<file path="config.mk">
export PLATFORM = sky130hd
export DESIGN_NAME = flash_cmd_seq
export DESIGN_NICKNAME = d
export VERILOG_FILES = /design/src/rtl/flash_cmd_seq_pkg.sv /design/src/rtl/flash_cmd_seq_fsm.sv /design/src/rtl/flash_cmd_seq_timer.sv /design/src/rtl/flash_cmd_seq.sv
export SDC_FILE = /design/constraint.sdc
export NUM_CORES = 1
export LEC_CHECK = 0
export BUFFER_PORTS_ARGS = -buffer_cell sky130_fd_sc_hd__buf_4
export CORE_ASPECT_RATIO = 1.25
export CORE_MARGIN = 2
export CORE_UTILIZATION = 50
export CTS_BUF_LIST = sky130_fd_sc_hd__clkbuf_4 sky130_fd_sc_hd__clkbuf_8
export DETAILED_ROUTE_END_ITERATION = 7
export PLACE_DENSITY = 0.72
export SLEW_MARGIN = 20
export SYNTH_ARGS = -nofsm -noshare
export SYNTH_HDL_FRONTEND = slang
export SYNTH_SLANG_ARGS = --single-unit
</file>
<file path="constraint.sdc">
create_clock -name clk -period 2.45 [get_ports clk]
set_input_delay 0.49 -clock clk [delete_from_list [all_inputs] [get_ports clk]]
set_output_delay 0.49 -clock clk [all_outputs]
set_load 0.01 [all_outputs]
</file>
<file path="src/rtl/flash_cmd_seq_pkg.sv">
package flash_cmd_seq_pkg;

  typedef enum logic [2:0] {
    K_READ_MAIN = 3'd0,
    K_READ_CTRL = 3'd1,
    K_ERASE     = 3'd2,
    K_PROG_ADD  = 3'd3,
    K_PROG_REW  = 3'd4,
    K_PROG_FULL = 3'd5,
    K_PROG_CTRL = 3'd6,
    K_RECOV_WR  = 3'd7
  } op_kind_e;

  typedef enum logic [2:0] {
    M_STANDBY = 3'd0,
    M_SETUP   = 3'd1,
    M_READ    = 3'd2,
    M_ID      = 3'd3,
    M_RECOV   = 3'd4
  } mode_e;

  typedef enum logic [3:0] {
    S_IDLE, S_RSA1, S_RSA2, S_RDATA, S_ID, S_RCVRD,
    S_ESA1, S_ESA2, S_ECONF, S_PSA1, S_PSA2, S_PLOAD,
    S_WSA1, S_WSA2, S_WCONF
  } seq_state_e;

  localparam logic [7:0] C_READ_MAIN = 8'h00;
  localparam logic [7:0] C_READ_CTRL = 8'hF0;
  localparam logic [7:0] C_ID        = 8'h90;
  localparam logic [7:0] C_ERASE     = 8'h20;
  localparam logic [7:0] C_ERASE_GO  = 8'hB0;
  localparam logic [7:0] C_PROG_ADD  = 8'h10;
  localparam logic [7:0] C_PROG_REW  = 8'h11;
  localparam logic [7:0] C_PROG_FULL = 8'h1F;
  localparam logic [7:0] C_PROG_CTRL = 8'h0F;
  localparam logic [7:0] C_PROG_GO   = 8'h40;
  localparam logic [7:0] C_RESET     = 8'hFF;
  localparam logic [7:0] C_CLEAR     = 8'h50;
  localparam logic [7:0] C_RECOV_RD  = 8'h01;
  localparam logic [7:0] C_RECOV_WR  = 8'h12;

endpackage

</file>
<file path="src/rtl/flash_cmd_seq_fsm.sv">
module flash_cmd_seq_fsm
  import flash_cmd_seq_pkg::*;
#(
  parameter int unsigned SA_W = 14,
  parameter int unsigned CA_W = 12,
  parameter logic [CA_W-1:0] CA_MAX   = 12'h83F,
  parameter logic [CA_W-1:0] CTRL_COL = 12'h800
) (
  input  logic            clk,
  input  logic            rst_n,
  input  logic            ce_n,
  input  logic            cmd_sel,
  input  logic            wr_stb,
  input  logic [7:0]      din,
  input  logic            busy,
  output logic            launch,
  output logic            launch_read,
  output logic            clr_err,
  output op_kind_e        kind_o,
  output logic [SA_W-1:0] sector_o,
  output logic [CA_W-1:0] column_o,
  output mode_e           mode_o
);

  localparam int unsigned SA_HI = SA_W - 8;
  localparam int unsigned CA_HI = CA_W - 8;

  seq_state_e      st_q, st_n;
  op_kind_e        kind_q, kind_n;
  logic [SA_W-1:0] sec_q, sec_n;
  logic [CA_W-1:0] col_q, col_n;
  logic [7:0]      calo_q, calo_n;
  logic            caph_q, caph_n;
  logic            f13_q, f13_n;
  logic            take, is_cmd, ca_go;
  logic [CA_W-1:0] ca_cand;

  assign take    = wr_stb && !ce_n && !busy;
  assign is_cmd  = !cmd_sel;
  assign ca_cand = {din[CA_HI-1:0], calo_q};

  always_comb begin
    st_n = st_q; kind_n = kind_q; sec_n = sec_q; col_n = col_q;
    calo_n = calo_q; caph_n = caph_q; f13_n = f13_q;
    launch = 1'b0; clr_err = 1'b0; ca_go = 1'b0;
    if (!busy && ce_n) begin
      st_n = S_IDLE; caph_n = 1'b0;
    end else if (take) begin
      if (is_cmd && din == C_RESET) begin
        st_n = S_IDLE; clr_err = 1'b1; caph_n = 1'b0;
      end else begin
        case (st_q)
          S_IDLE, S_RDATA, S_ID, S_RCVRD: begin
            if (is_cmd) begin
              caph_n = 1'b0; col_n = '0; st_n = S_IDLE;
              case (din)
                C_READ_MAIN: begin st_n = S_RSA1; kind_n = K_READ_MAIN; end
                C_READ_CTRL: begin st_n = S_RSA1; kind_n = K_READ_CTRL; col_n = CTRL_COL; end
                C_ID:        st_n = S_ID;
                C_RECOV_RD:  st_n = S_RCVRD;
                C_ERASE:     begin st_n = S_ESA1; kind_n = K_ERASE; end
                C_PROG_ADD:  begin st_n = S_PSA1; kind_n = K_PROG_ADD; end
                C_PROG_REW:  begin st_n = S_PSA1; kind_n = K_PROG_REW; end
                C_PROG_FULL: begin st_n = S_PSA1; kind_n = K_PROG_FULL; end
                C_PROG_CTRL: begin st_n = S_PSA1; kind_n = K_PROG_CTRL; col_n = CTRL_COL; end
                C_RECOV_WR:  begin st_n = S_WSA1; kind_n = K_RECOV_WR; end
                C_CLEAR:     clr_err = 1'b1;
                default:     col_n = col_q;
              endcase
            end else if (st_q == S_RDATA) begin
              ca_go = 1'b1;
            end else begin
              st_n = S_IDLE;
            end
          end
          S_RSA1, S_ESA1, S_PSA1, S_WSA1: begin
            if (is_cmd) st_n = S_IDLE;
            else begin
              sec_n[7:0] = din;
              case (st_q)
                S_RSA1:  st_n = S_RSA2;
                S_ESA1:  st_n = S_ESA2;
                S_PSA1:  st_n = S_PSA2;
                default: st_n = S_WSA2;
              endcase
            end
          end
          S_RSA2, S_ESA2, S_PSA2, S_WSA2: begin
            if (is_cmd) st_n = S_IDLE;
            else begin
              sec_n[SA_W-1:8] = din[SA_HI-1:0];
              caph_n = 1'b0;
              case (st_q)
                S_RSA2:  begin st_n = S_RDATA; launch = 1'b1; end
                S_ESA2:  st_n = S_ECONF;
                S_PSA2:  st_n = S_PLOAD;
                default: st_n = S_WCONF;
              endcase
            end
          end
          S_ECONF: begin
            st_n = S_IDLE;
            if (is_cmd && din == C_ERASE_GO) launch = 1'b1;
          end
          S_PLOAD: begin
            if (is_cmd) begin
              st_n = S_IDLE;
              if (din == C_PROG_GO) begin
                launch = 1'b1; f13_n = sec_q[SA_W-1];
              end
            end else if (kind_q == K_PROG_ADD || kind_q == K_PROG_REW) begin
              ca_go = 1'b1;
            end else begin
              st_n = S_IDLE;
            end
          end
          S_WCONF: begin
            st_n = S_IDLE;
            if (is_cmd && din == C_PROG_GO && sec_q[SA_W-1] == f13_q) launch = 1'b1;
          end
          default: st_n = S_IDLE;
        endcase
      end
    end
    if (ca_go) begin
      if (!caph_q) begin
        calo_n = din; caph_n = 1'b1;
      end else begin
        caph_n = 1'b0;
        if (ca_cand <= CA_MAX) col_n = ca_cand;
      end
    end
  end

  always_ff @(posedge clk or negedge rst_n) begin
    if (!rst_n) begin
      st_q <= S_IDLE; kind_q <= K_READ_MAIN; sec_q <= '0; col_q <= '0;
      calo_q <= '0; caph_q <= 1'b0; f13_q <= 1'b0;
    end else begin
      st_q <= st_n; kind_q <= kind_n; sec_q <= sec_n; col_q <= col_n;
      calo_q <= calo_n; caph_q <= caph_n; f13_q <= f13_n;
    end
  end

  always_comb begin
    case (st_q)
      S_IDLE:  mode_o = M_STANDBY;
      S_RDATA: mode_o = M_READ;
      S_ID:    mode_o = M_ID;
      S_RCVRD: mode_o = M_RECOV;
      default: mode_o = M_SETUP;
    endcase
  end

  assign launch_read = (kind_q == K_READ_MAIN) || (kind_q == K_READ_CTRL);
  assign kind_o      = kind_q;
  assign sector_o    = sec_q;
  assign column_o    = col_q;

  assert_lock_state_R7: assert property (@(posedge clk) disable iff (!rst_n)
    busy |=> $stable(st_q) && $stable(sec_q) && $stable(col_q));
  assert_no_launch_busy_R7: assert property (@(posedge clk) disable iff (!rst_n)
    launch |-> !busy);
  assert_col_legal_R4: assert property (@(posedge clk) disable iff (!rst_n)
    col_q <= CA_MAX);
  assert_recwr_match_R10: assert property (@(posedge clk) disable iff (!rst_n)
    (launch && kind_q == K_RECOV_WR) |-> sec_q[SA_W-1] == f13_q);

endmodule

</file>
<file path="src/rtl/flash_cmd_seq_timer.sv">
module flash_cmd_seq_timer #(
  parameter int unsigned OP_CYCLES  = 20,
  parameter int unsigned ACC_CYCLES = 6
) (
  input  logic clk,
  input  logic rst_n,
  input  logic launch,
  input  logic launch_read,
  input  logic op_fail,
  input  logic clr_err,
  output logic busy,
  output logic start_pulse,
  output logic err
);

  localparam int unsigned MAXC  = (OP_CYCLES > ACC_CYCLES) ? OP_CYCLES : ACC_CYCLES;
  localparam int unsigned CNT_W = $clog2(MAXC + 1);
  localparam logic [CNT_W-1:0] OP_LOAD  = CNT_W'(OP_CYCLES - 1);
  localparam logic [CNT_W-1:0] ACC_LOAD = CNT_W'(ACC_CYCLES - 1);

  logic [CNT_W-1:0] cnt_q;
  logic             run_rd_q;
  logic             finish;

  assign finish = busy && (cnt_q == '0) && !launch;

  always_ff @(posedge clk or negedge rst_n) begin
    if (!rst_n) begin
      busy <= 1'b0; cnt_q <= '0; run_rd_q <= 1'b0; start_pulse <= 1'b0; err <= 1'b0;
    end else begin
      start_pulse <= launch;
      if (launch) begin
        busy     <= 1'b1;
        cnt_q    <= launch_read ? ACC_LOAD : OP_LOAD;
        run_rd_q <= launch_read;
      end else if (busy) begin
        if (cnt_q == '0) busy <= 1'b0;
        else cnt_q <= cnt_q - 1'b1;
      end
      if (finish && !run_rd_q && op_fail) err <= 1'b1;
      else if (clr_err) err <= 1'b0;
    end
  end

  assert_launch_busy_R7: assert property (@(posedge clk) disable iff (!rst_n)
    launch |=> busy && start_pulse);
  assert_err_clear_R11: assert property (@(posedge clk) disable iff (!rst_n)
    clr_err |=> !err);

endmodule

</file>
<file path="src/rtl/flash_cmd_seq.sv">
module flash_cmd_seq #(
  parameter int unsigned SA_W       = 14,
  parameter int unsigned CA_W       = 12,
  parameter int unsigned OP_CYCLES  = 20,
  parameter int unsigned ACC_CYCLES = 6
) (
  input  logic            clk,
  input  logic            rst_n,
  input  logic            ce_n,
  input  logic            cmd_sel,
  input  logic            wr_stb,
  input  logic [7:0]      din,
  input  logic            op_fail,
  output logic            rb_low,
  output logic            op_start,
  output logic [2:0]      op_kind,
  output logic [SA_W-1:0] op_sector,
  output logic [CA_W-1:0] op_column,
  output logic [2:0]      mode,
  output logic            stat_err
);
  import flash_cmd_seq_pkg::*;

  logic     busy, launch, launch_read, clr_err;
  op_kind_e kind;
  mode_e    mode_e_w;

  flash_cmd_seq_fsm #(.SA_W(SA_W), .CA_W(CA_W)) u_fsm (
    .clk(clk), .rst_n(rst_n), .ce_n(ce_n), .cmd_sel(cmd_sel), .wr_stb(wr_stb),
    .din(din), .busy(busy), .launch(launch), .launch_read(launch_read),
    .clr_err(clr_err), .kind_o(kind), .sector_o(op_sector), .column_o(op_column),
    .mode_o(mode_e_w)
  );

  flash_cmd_seq_timer #(.OP_CYCLES(OP_CYCLES), .ACC_CYCLES(ACC_CYCLES)) u_timer (
    .clk(clk), .rst_n(rst_n), .launch(launch), .launch_read(launch_read),
    .op_fail(op_fail), .clr_err(clr_err), .busy(busy), .start_pulse(op_start),
    .err(stat_err)
  );

  assign rb_low  = busy;
  assign op_kind = kind;
  assign mode    = mode_e_w;

  assert_start_in_busy_R7: assert property (@(posedge clk) disable iff (!rst_n)
    op_start |-> rb_low);

endmodule

</file>
* Word level (Yosys, flattened, before mapping)
Index checks and enable logic that the tools add are counted.
** Word-level totals
- Memories :: 0
- Output and inout bits :: 35
- Latch bits :: 0
- RAM bits :: 0
- Bits of input ports :: 14
- Memory bits (read-only) :: 0
- Logic and storage cells :: 163
- Flip-flop bits (word level) :: 52
** Cells by class
- Magnitude comparators :: 1
- Eq/ne operators :: 36
- Divide/modulo/power cells :: 0
- Mux-type cells :: 65
- Add/sub/neg operators :: 1
- Bitwise operators :: 4
- Reduce and logical (&&, ||, !) cells :: 43
- Shift operators :: 0
- Multiply operators :: 0
** Operators with widths (number)
- 12-bit two-way mux :: 8
- 4-bit two-way mux :: 9
- 1-bit two-way mux :: 34
- 8-bit by 5-bit == test with 1-bit output (second input constant) :: 4
- 8-bit == test (second input constant) :: 4
- 4-bit == test (second input constant) :: 7
- 12-bit case mux with 2 select lines :: 1
- 3-bit case mux with 8 select lines :: 1
- 4-bit case mux with 3 select lines :: 2
- 4-bit case mux with 6 select lines :: 1
- 5-bit two-way mux :: 4
- 4-bit by 3-bit == test with 1-bit output (second input constant) :: 4
- 8-bit by 7-bit == test with 1-bit output (second input constant) :: 2
- 4-bit case mux with 4 select lines :: 1
- 4-bit OR reduction :: 4
- 12-bit less-or-equal comparator (second input constant) :: 1
- 3-bit case mux with 4 select lines :: 1
- 6-bit AND reduction :: 2
- 1-bit logical AND :: 11
- 5-bit by 2-bit inequality test with 1-bit output (second input constant) :: 2
- 5-bit by 3-bit inequality test with 1-bit output (second input constant) :: 2
- 5-bit AND reduction :: 2
- 9-bit OR reduction :: 1
- 4-bit by 2-bit == test with 1-bit output (second input constant) :: 2
- 27 further kinds :: 40

* Depth between registers and ports, before layout
Gate-level depths: netlist of run 1.
- Depth after elaboration :: 13
- Gate-level depth with buffers :: 8

* Cells and area by module
Synthesis of run 1 repeated with hierarchy kept, for this count alone.
** Unflattened totals
- Cell total of the unflattened synthesis :: 317
- Area, all modules :: 3044.2 um^2
** By module, submodules not included
- flash_cmd_seq_fsm :: seq. area each 1076.0 um^2, times used 1, area an instance 2618.8 um^2, cells each 275
- flash_cmd_seq_timer :: seq. area each 225.2 um^2, times used 1, area an instance 425.4 um^2, cells each 42

* Worst setup path after synthesis of run 1
Ideal clock, no wire load.
- Path kind :: input-to-reg
- Start point :: input port din[1]
- End point :: register u_fsm.kind_q[0] (netlist: u_fsm.kind_o[0])
- Cell stages on the path :: 6
- Data arrival time :: 1969 ps
- Buffers on the path :: 0
- Setup time :: 122 ps
- Data required time :: 2328 ps
- Path slack :: 360 ps
- Cells stage by stage :: or4_4 mux2_4 or2_0 a211oi_2 o21ai_1 a32o_1
** On the way
- Longest elaborated chain between the ends :: 4
** RTL lines
- start: declaration :: RTL line flash_cmd_seq.sv:12 : input logic [7:0] din,
- branches (longest 4 deep; another with 8-bit == test)
- end signal: assignment :: RTL line flash_cmd_seq_fsm.sv:140 : st_q <= st_n; kind_q <= kind_n; sec_q <= sec_n; col_q <= col_n;
- end: declaration :: RTL line flash_cmd_seq_fsm.sv:29 : op_kind_e kind_q, kind_n;
Parallel ways; which one is timed is not known.
A chain may end at the register's enable or synchronous reset.

* Final worst setup path of run 1
- Start point :: register u_fsm.st_q[0]
- End point :: output port mode[0]
** On the way
- Longest elaborated chain between the ends :: 2
** RTL lines
- start: declaration :: RTL line flash_cmd_seq_fsm.sv:28 : seq_state_e st_q, st_n;
- start signal: assignment :: RTL line flash_cmd_seq_fsm.sv:140
- 4-bit by 3-bit == test with 1-bit output, or another cell as far along :: RTL line flash_cmd_seq_fsm.sv:146 : case (st_q)
- 3-bit case mux with 4 select lines (*) :: RTL line flash_cmd_seq_fsm.sv:146
- end: declaration :: RTL line flash_cmd_seq.sv:19 : output logic [2:0] mode,
Every way passes the cells marked *; elsewhere a longest branch is shown, timed or not.

==> flow_metrics.tcl, run 1 <==
set metrics [dict create \
    powerDensity_mw_per_mm2 454 \
    min_path_type "input port to async pin" \
    dp_worst_setup_slack_ps 114 \
    synth_nets 322 \
    start_kind "flop" \
    synth_top_cell_by_area "dfrtp_1" \
    area_growth_pct 18.3 \
    synthTopCellsByArea "dfrtp_1 (44%), mux2_2 (7.9%), mux2i_1 (4.0%)" \
    syn_inst 306 \
    cp_slowest_cell "dfrtp_1" \
    antennaDiodeCount 0 \
    path_max_fanout 19 \
    cts_root_buf "clkbuf_8" \
    wire_per_inst_um 17.1 \
    via_per_inst 5.97 \
    grt_pass1_vias 2416 \
    layout-drive-gt1-share_pct 27.7 \
    clock-sinks 52 \
    ant_nets 0 \
    swShare_pct 24.2 \
    ys.flop_type "dfrtp_1" \
    insertion_delay_ps 310 \
    syn_area_mm2 0.00299 \
    synth_edf_count 0 \
    syn_avg_cell_area_um2 9.76 \
    nets 369 \
    antenna_found_initial 0 \
    cts_hold_buf 0 \
    die_width_um 73.1 \
    ys_seq_elements 52 \
    cp_top_family "flip-flops" \
    hold_viol 0 \
    r2r_cells 5 \
    ys_async_sr_fraction_pct 100 \
    max_freq_ghz 0.472 \
    numCtsBuffers 5 \
    synth_top_cell_area_share_pct 43.6 \
    maxSlewViolCount 0 \
    io_pins 49 \
    relSlewSlack_pct 57.6 \
    status "finished clean" \
    die_h_um 90.4 \
    rows 31 \
    clock_skew_ps 4.26 \
    first_iter_violations 236 \
    tns_ps 0 \
    critical_path.max_stage_delay_ps 460 \
    rr_endpoint "u_fsm.calo_q[1]$_DFFE_PN0P_" \
    grt-ovfl-total 0 \
    path_cells "buf_4 > nor2b_1 > nand2_1 > a21o_1 > buf_4" \
    initial_utilization_pct 51.7 \
    cts_resized 0 \
    synth-seq-area-share_pct 43.6 \
    intPower_w 0.00122 \
    rsz0062_at_grt "false" \
    path_clk_slew_ps 100 \
    worst_slack_ps 333 \
    firstDrtPassIters 4 \
    drt-total-wl_mm 7.20 \
    period_share_pct 86.4 \
    finalPower_w 0.00160 \
    ir_worst_vdd_mv 0.385 \
    core-area_mm2 0.00578 \
    cp_data_arrival_time_ps 1630 \
    grt_use_total_pct 23.0 \
    p_comb_share_pct 8.0 \
    maxCapViolCount 0 \
    worst_setup_path_end_kind "primary output" \
    drc 0 \
    fin_area_mm2 0.00353 \
    grt_pass1_wl_mm 11.9 \
    clkPwrFrac_pct 38.0 \
    dp_hpwl_mm 5.27 \
    cp_num_buf_inv 2 \
    cts.htree.levels 2 \
    pwr-share-seq_pct 54.0 \
    die_area_mm2 0.00661 \
    cts_tree "yes" \
    grt_max_degree 53 \
    synth.distinct_cells 61 \
    r2r-start "u_fsm.kind_o[1]$_DFFE_PN0P_" \
    place_area_mm2 0.00342 \
    r2r_setup_slack_ps 360 \
    setup-violations-final 0 \
    power.switching_w 0.000388 \
    crit_type "flop to primary output" \
    crit_top_cell "buf_4" \
    cts_buffer_depth 2 \
    layout_common_cells "buf_4 (61), dfrtp_1 (52), nor2_1 (32)" \
    cts_setup_buffers 0 \
    place_congestion 0.912 \
    worst_pin_slew_ps 637 \
    yosys_warnings 0 \
    cp_data_required_time_ps 1960 \
    num_vias 2508 \
    fin_crit_ps 2120 \
    portBuffers 48 \
    power_leakage_nw 1.81 \
    layout_commonest_cell "buf_4" \
]
-- final cells by class --
type                            count  area (um^2)
Tap cell                           66         82.6
Fill cell                         492         2250
Inverter                            7         26.3
Timing Repair Buffer               61          458
Clock inverter                      3         46.3
Multi-Input combinational cell    226         1550
Sequential cell                    52         1300
Clock buffer                        5         68.8
-- kinds of logic after synthesis --
logic type	Yosys count	share of synthesized area, %
mux	36	13.2
xor+xnor	8	2.35
buf+inv	28	4.57
flops	52	43.6
simple gates	121	21.9
compound gates	58	13.3
fa+ha+maj	3	1.17
-- Yosys cell counts, types with 2 or more instances --
cell type / count
a211oi_1: 2
a21o_1: 3
a21oi_1: 9
a22oi_1: 2
a31oi_1: 4
a32o_1: 2
and2_1: 2
and3_1: 3
buf_2: 7
buf_6: 3
clkbuf_1: 10
dfrtp_1: 52
ha_1: 2
inv_1: 7
mux2_1: 2
mux2_2: 21
mux2i_1: 12
nand2_1: 24
nand2b_1: 3
nand3_1: 8
nand3b_1: 3
nand4_1: 3
nand4b_1: 2
nor2_1: 32
nor2b_1: 8
nor3_1: 5
nor3b_1: 3
nor4_1: 6
nor4bb_1: 2
o211ai_1: 3
o21ai_0: 18
o31ai_1: 3
or2_1: 2
or3_1: 4
or4_1: 2
xnor2_1: 6
xor2_1: 2
-- worst max-delay path by stage --
stage | start | to | slack (ps) | cells after the start
6_report | u_fsm.st_q[0]$_DFFE_PN0P_ | mode[0] | 330 | 5
5_1_grt | u_fsm.st_q[0]$_DFFE_PN0P_ | mode[0] | 240 | 5
4_1_cts | u_fsm.st_q[0]$_DFFE_PN0P_ | mode[0] | 340 | 5
3_5_place_dp | din[1] | u_fsm.kind_o[0]$_DFFE_PN0P_ | 110 | 7
3_3_place_gp | din[1] | u_fsm.kind_o[0]$_DFFE_PN0P_ | 150 | 7
2_1_floorplan | din[1] | u_fsm.kind_o[0]$_DFFE_PN0P_ | 360 | 6
-- sequential cells by signal, indices dropped and copies added, names as in the netlist --
signal / count
u_fsm.calo_q: 8
u_fsm.caph_q: 1
u_fsm.column_o: 12
u_fsm.f13_q: 1
u_fsm.kind_o: 3
u_fsm.sector_o: 14
u_fsm.st_q: 4
u_timer.busy: 1
u_timer.cnt_q: 5
u_timer.err: 1
u_timer.run_rd_q: 1
u_timer.start_pulse: 1
-- per-layer routing --
metal | vias up | global-route usage, % | part of all wire (%)
met5 | - | 0 | 0
met4 | 0 | 8.95 | 2.7
met3 | 16 | 4.58 | 5.1
met2 | 80 | 36.9 | 50
met1 | 1218 | 30.0 | 42
li1 | 1194 | - | -
-- worst reg2reg max path, cell delays in order, from the launching register on --
cell	delay (ps)
dfrtp_1	440
or3b_2	450
a31oi_1	220
nand2_1	180
nor2_4	300
mux2_2	390
-- power groups by stage --
stage | Combinational, W | Sequential (W) | Clock [W]
2_1_floorplan | 0.0000651 | 0.000884 | 0
3_3_place_gp | 0.000128 | 0.000883 | 0
3_5_place_dp | 0.000128 | 0.000883 | 0
4_1_cts | 0.000129 | 0.000866 | 0.000624
5_1_grt | 0.000142 | 0.000867 | 0.000655
6_report | 0.000129 | 0.000866 | 0.000610
-- stage by stage --
stage	cells	utilization, %	hold slack [ps]
after floorplan	306	-	194
after global placement	412	59.1	436
after detailed placement	412	59.1	451
after CTS	420	61.1	213
after global routing	420	61.1	246
final	420	61.1	197
(Power assumes the default switching activity.)
==> run 2, diff against run 1 <==
Settings changed: PLACE_DENSITY 0.72 to not set, PLACE_DENSITY_LB_ADDON set to 0.15.
==> flow_metrics.tcl, run 2 (synthesized netlist as in run 1, its figures left out) <==
set metrics [dict create \
    portBuffers 48 \
    min_path_type "input port to async pin" \
    status "finished clean" \
    firstDrtPassIters 4 \
    cts_setup_buffers 0 \
    worst_setup_path_end_kind "primary output" \
    powerDensity_mw_per_mm2 431 \
    cts_hold_buf 0 \
    whs_ps 190 \
    via_per_inst 5.84 \
    maxSlewViolCount 0 \
    hold_viol 0 \
    fin_crit_ps 2120 \
    rsz0062_at_grt "false" \
    layout_commonest_cell "buf_4" \
    worst_pin_slew_ps 648 \
    cts.htree.levels 2 \
    ant_nets 0 \
    clock_skew_ps 12.5 \
    tns_ps 0 \
    insertion_delay_ps 320 \
    place_area_mm2 0.00340 \
    cts_root_buf "clkbuf_8" \
    dp_worst_setup_slack_ps 110 \
    start_kind "flop" \
    core-area_mm2 0.00578 \
    grt-ovfl-total 0 \
    die_h_um 90.4 \
    first_iter_violations 200 \
    grt_max_degree 53 \
    maxCapViolCount 0 \
    largest_reg_flops 14 \
    place_congestion 0.931 \
    setup-violations-final 0 \
    layout-drive-gt1-share_pct 27.3 \
    path_max_fanout 17 \
    wire_per_inst_um 16.9 \
    die_width_um 73.1 \
    max_freq_ghz 0.471 \
    fin_area_mm2 0.00349 \
    antennaDiodeCount 0 \
    layout_common_cells "buf_4 (59), dfrtp_1 (52), nor2_1 (32)" \
    initial_utilization_pct 51.7 \
    r2r_setup_slack_ps 360 \
    cp_data_required_time_ps 1960 \
    r2r-start "u_fsm.st_q[1]$_DFFE_PN0P_" \
    startpoint "u_fsm.st_q[0]$_DFFE_PN0P_" \
    io_pins 49 \
    drc 0 \
    rr_endpoint "u_timer.run_rd_q$_DFFE_PN0P_" \
    dp_hpwl_mm 5.02 \
    clock-sinks 52 \
    numCtsBuffers 5 \
    crit_type "flop to primary output" \
    nets 367 \
    grt_use_total_pct 22.1 \
    grt_pass1_wl_mm 11.5 \
    ir_worst_vdd_mv 0.390 \
    cts_buffer_depth 2 \
    antenna_found_initial 0 \
    period_share_pct 86.7 \
    drt-total-wl_mm 7.04 \
    cts_tree "yes" \
    worst_slack_ps 326 \
    cp_data_arrival_time_ps 1630 \
    num_vias 2443 \
    area_growth_pct 16.9 \
    die_area_mm2 0.00661 \
    power_leakage_nw 1.79 \
    relSlewSlack_pct 56.8 \
    grt_pass1_vias 2357 \
    rows 31 \
    finalPower_w 0.00151 \
    path_clk_slew_ps 100 \
    fillers 520 \
    r2r_cells 5 \
    cts_resized 0 \
]
## run 2: cell types whose count changed in the layout (fill, tap and decap cells not counted), sizes merged
| cell | delta |
|---|---|
| clkbuf | +1 |
| buf | -2 |
| bufinv | -1 |
## run 2: power breakdown
group / internal [W] / leakage, nW / switching (W) / total, W
clock network: 0.000216 / 0.0490 / 0.000298 / 0.000514
logic: 0.0000428 / 1.01 / 0.0000838 / 0.000127
registers: 0.000862 / 0.724 / 0.00000409 / 0.000866
total: 0.00112 / 1.79 / 0.000386 / 0.00151
## run 2: final cells by class
| cell class | instances | area, um^2 | area share, % |
|---|---|---|---|
| Multi-Input combinational cell | 226 | 1550 | 44.4 |
| Sequential cell | 52 | 1300 | 37.3 |
| Timing Repair Buffer | 59 | 443 | 12.7 |
| Tap cell | 66 | 82.6 | 2.36 |
| Clock buffer | 6 | 76.3 | 2.19 |
| Inverter | 7 | 26.3 | 0.752 |
| Clock inverter | 2 | 13.8 | 0.394 |
## run 2: worst max-delay path by stage
stage,endpoint
final,mode[2]
after global routing,mode[2]
after CTS,mode[2]
after detailed placement,u_fsm.kind_o[0]$_DFFE_PN0P_
after global placement,u_fsm.kind_o[0]$_DFFE_PN0P_
after floorplan,u_fsm.kind_o[0]$_DFFE_PN0P_
## run 2: stage by stage
step / util [%] / std cells
2_1_floorplan: - / 306
6_report: 60.4 / 418
4_1_cts: 60.4 / 418
3_3_place_gp: 58.9 / 410
5_1_grt: 60.4 / 418
3_5_place_dp: 58.9 / 410
## run 2: metal layers
metal  wire [um]  vias up  track usage, %  part of all wire (%)
met3         197       14            3.79                   2.8
li1            -     1189               -                     -
met1        3150     1193            29.4                    45
met5           0        -               0                     0
met4         162        0            7.87                   2.3
met2        3540       47            35.7                    50
## run 2: worst max-delay path, stage by stage (launching register included)
cell and delay [ps]:
dfrtp_1 500, buf_4 260, nor2b_1 200, nor3b_1 210, buf_4 150
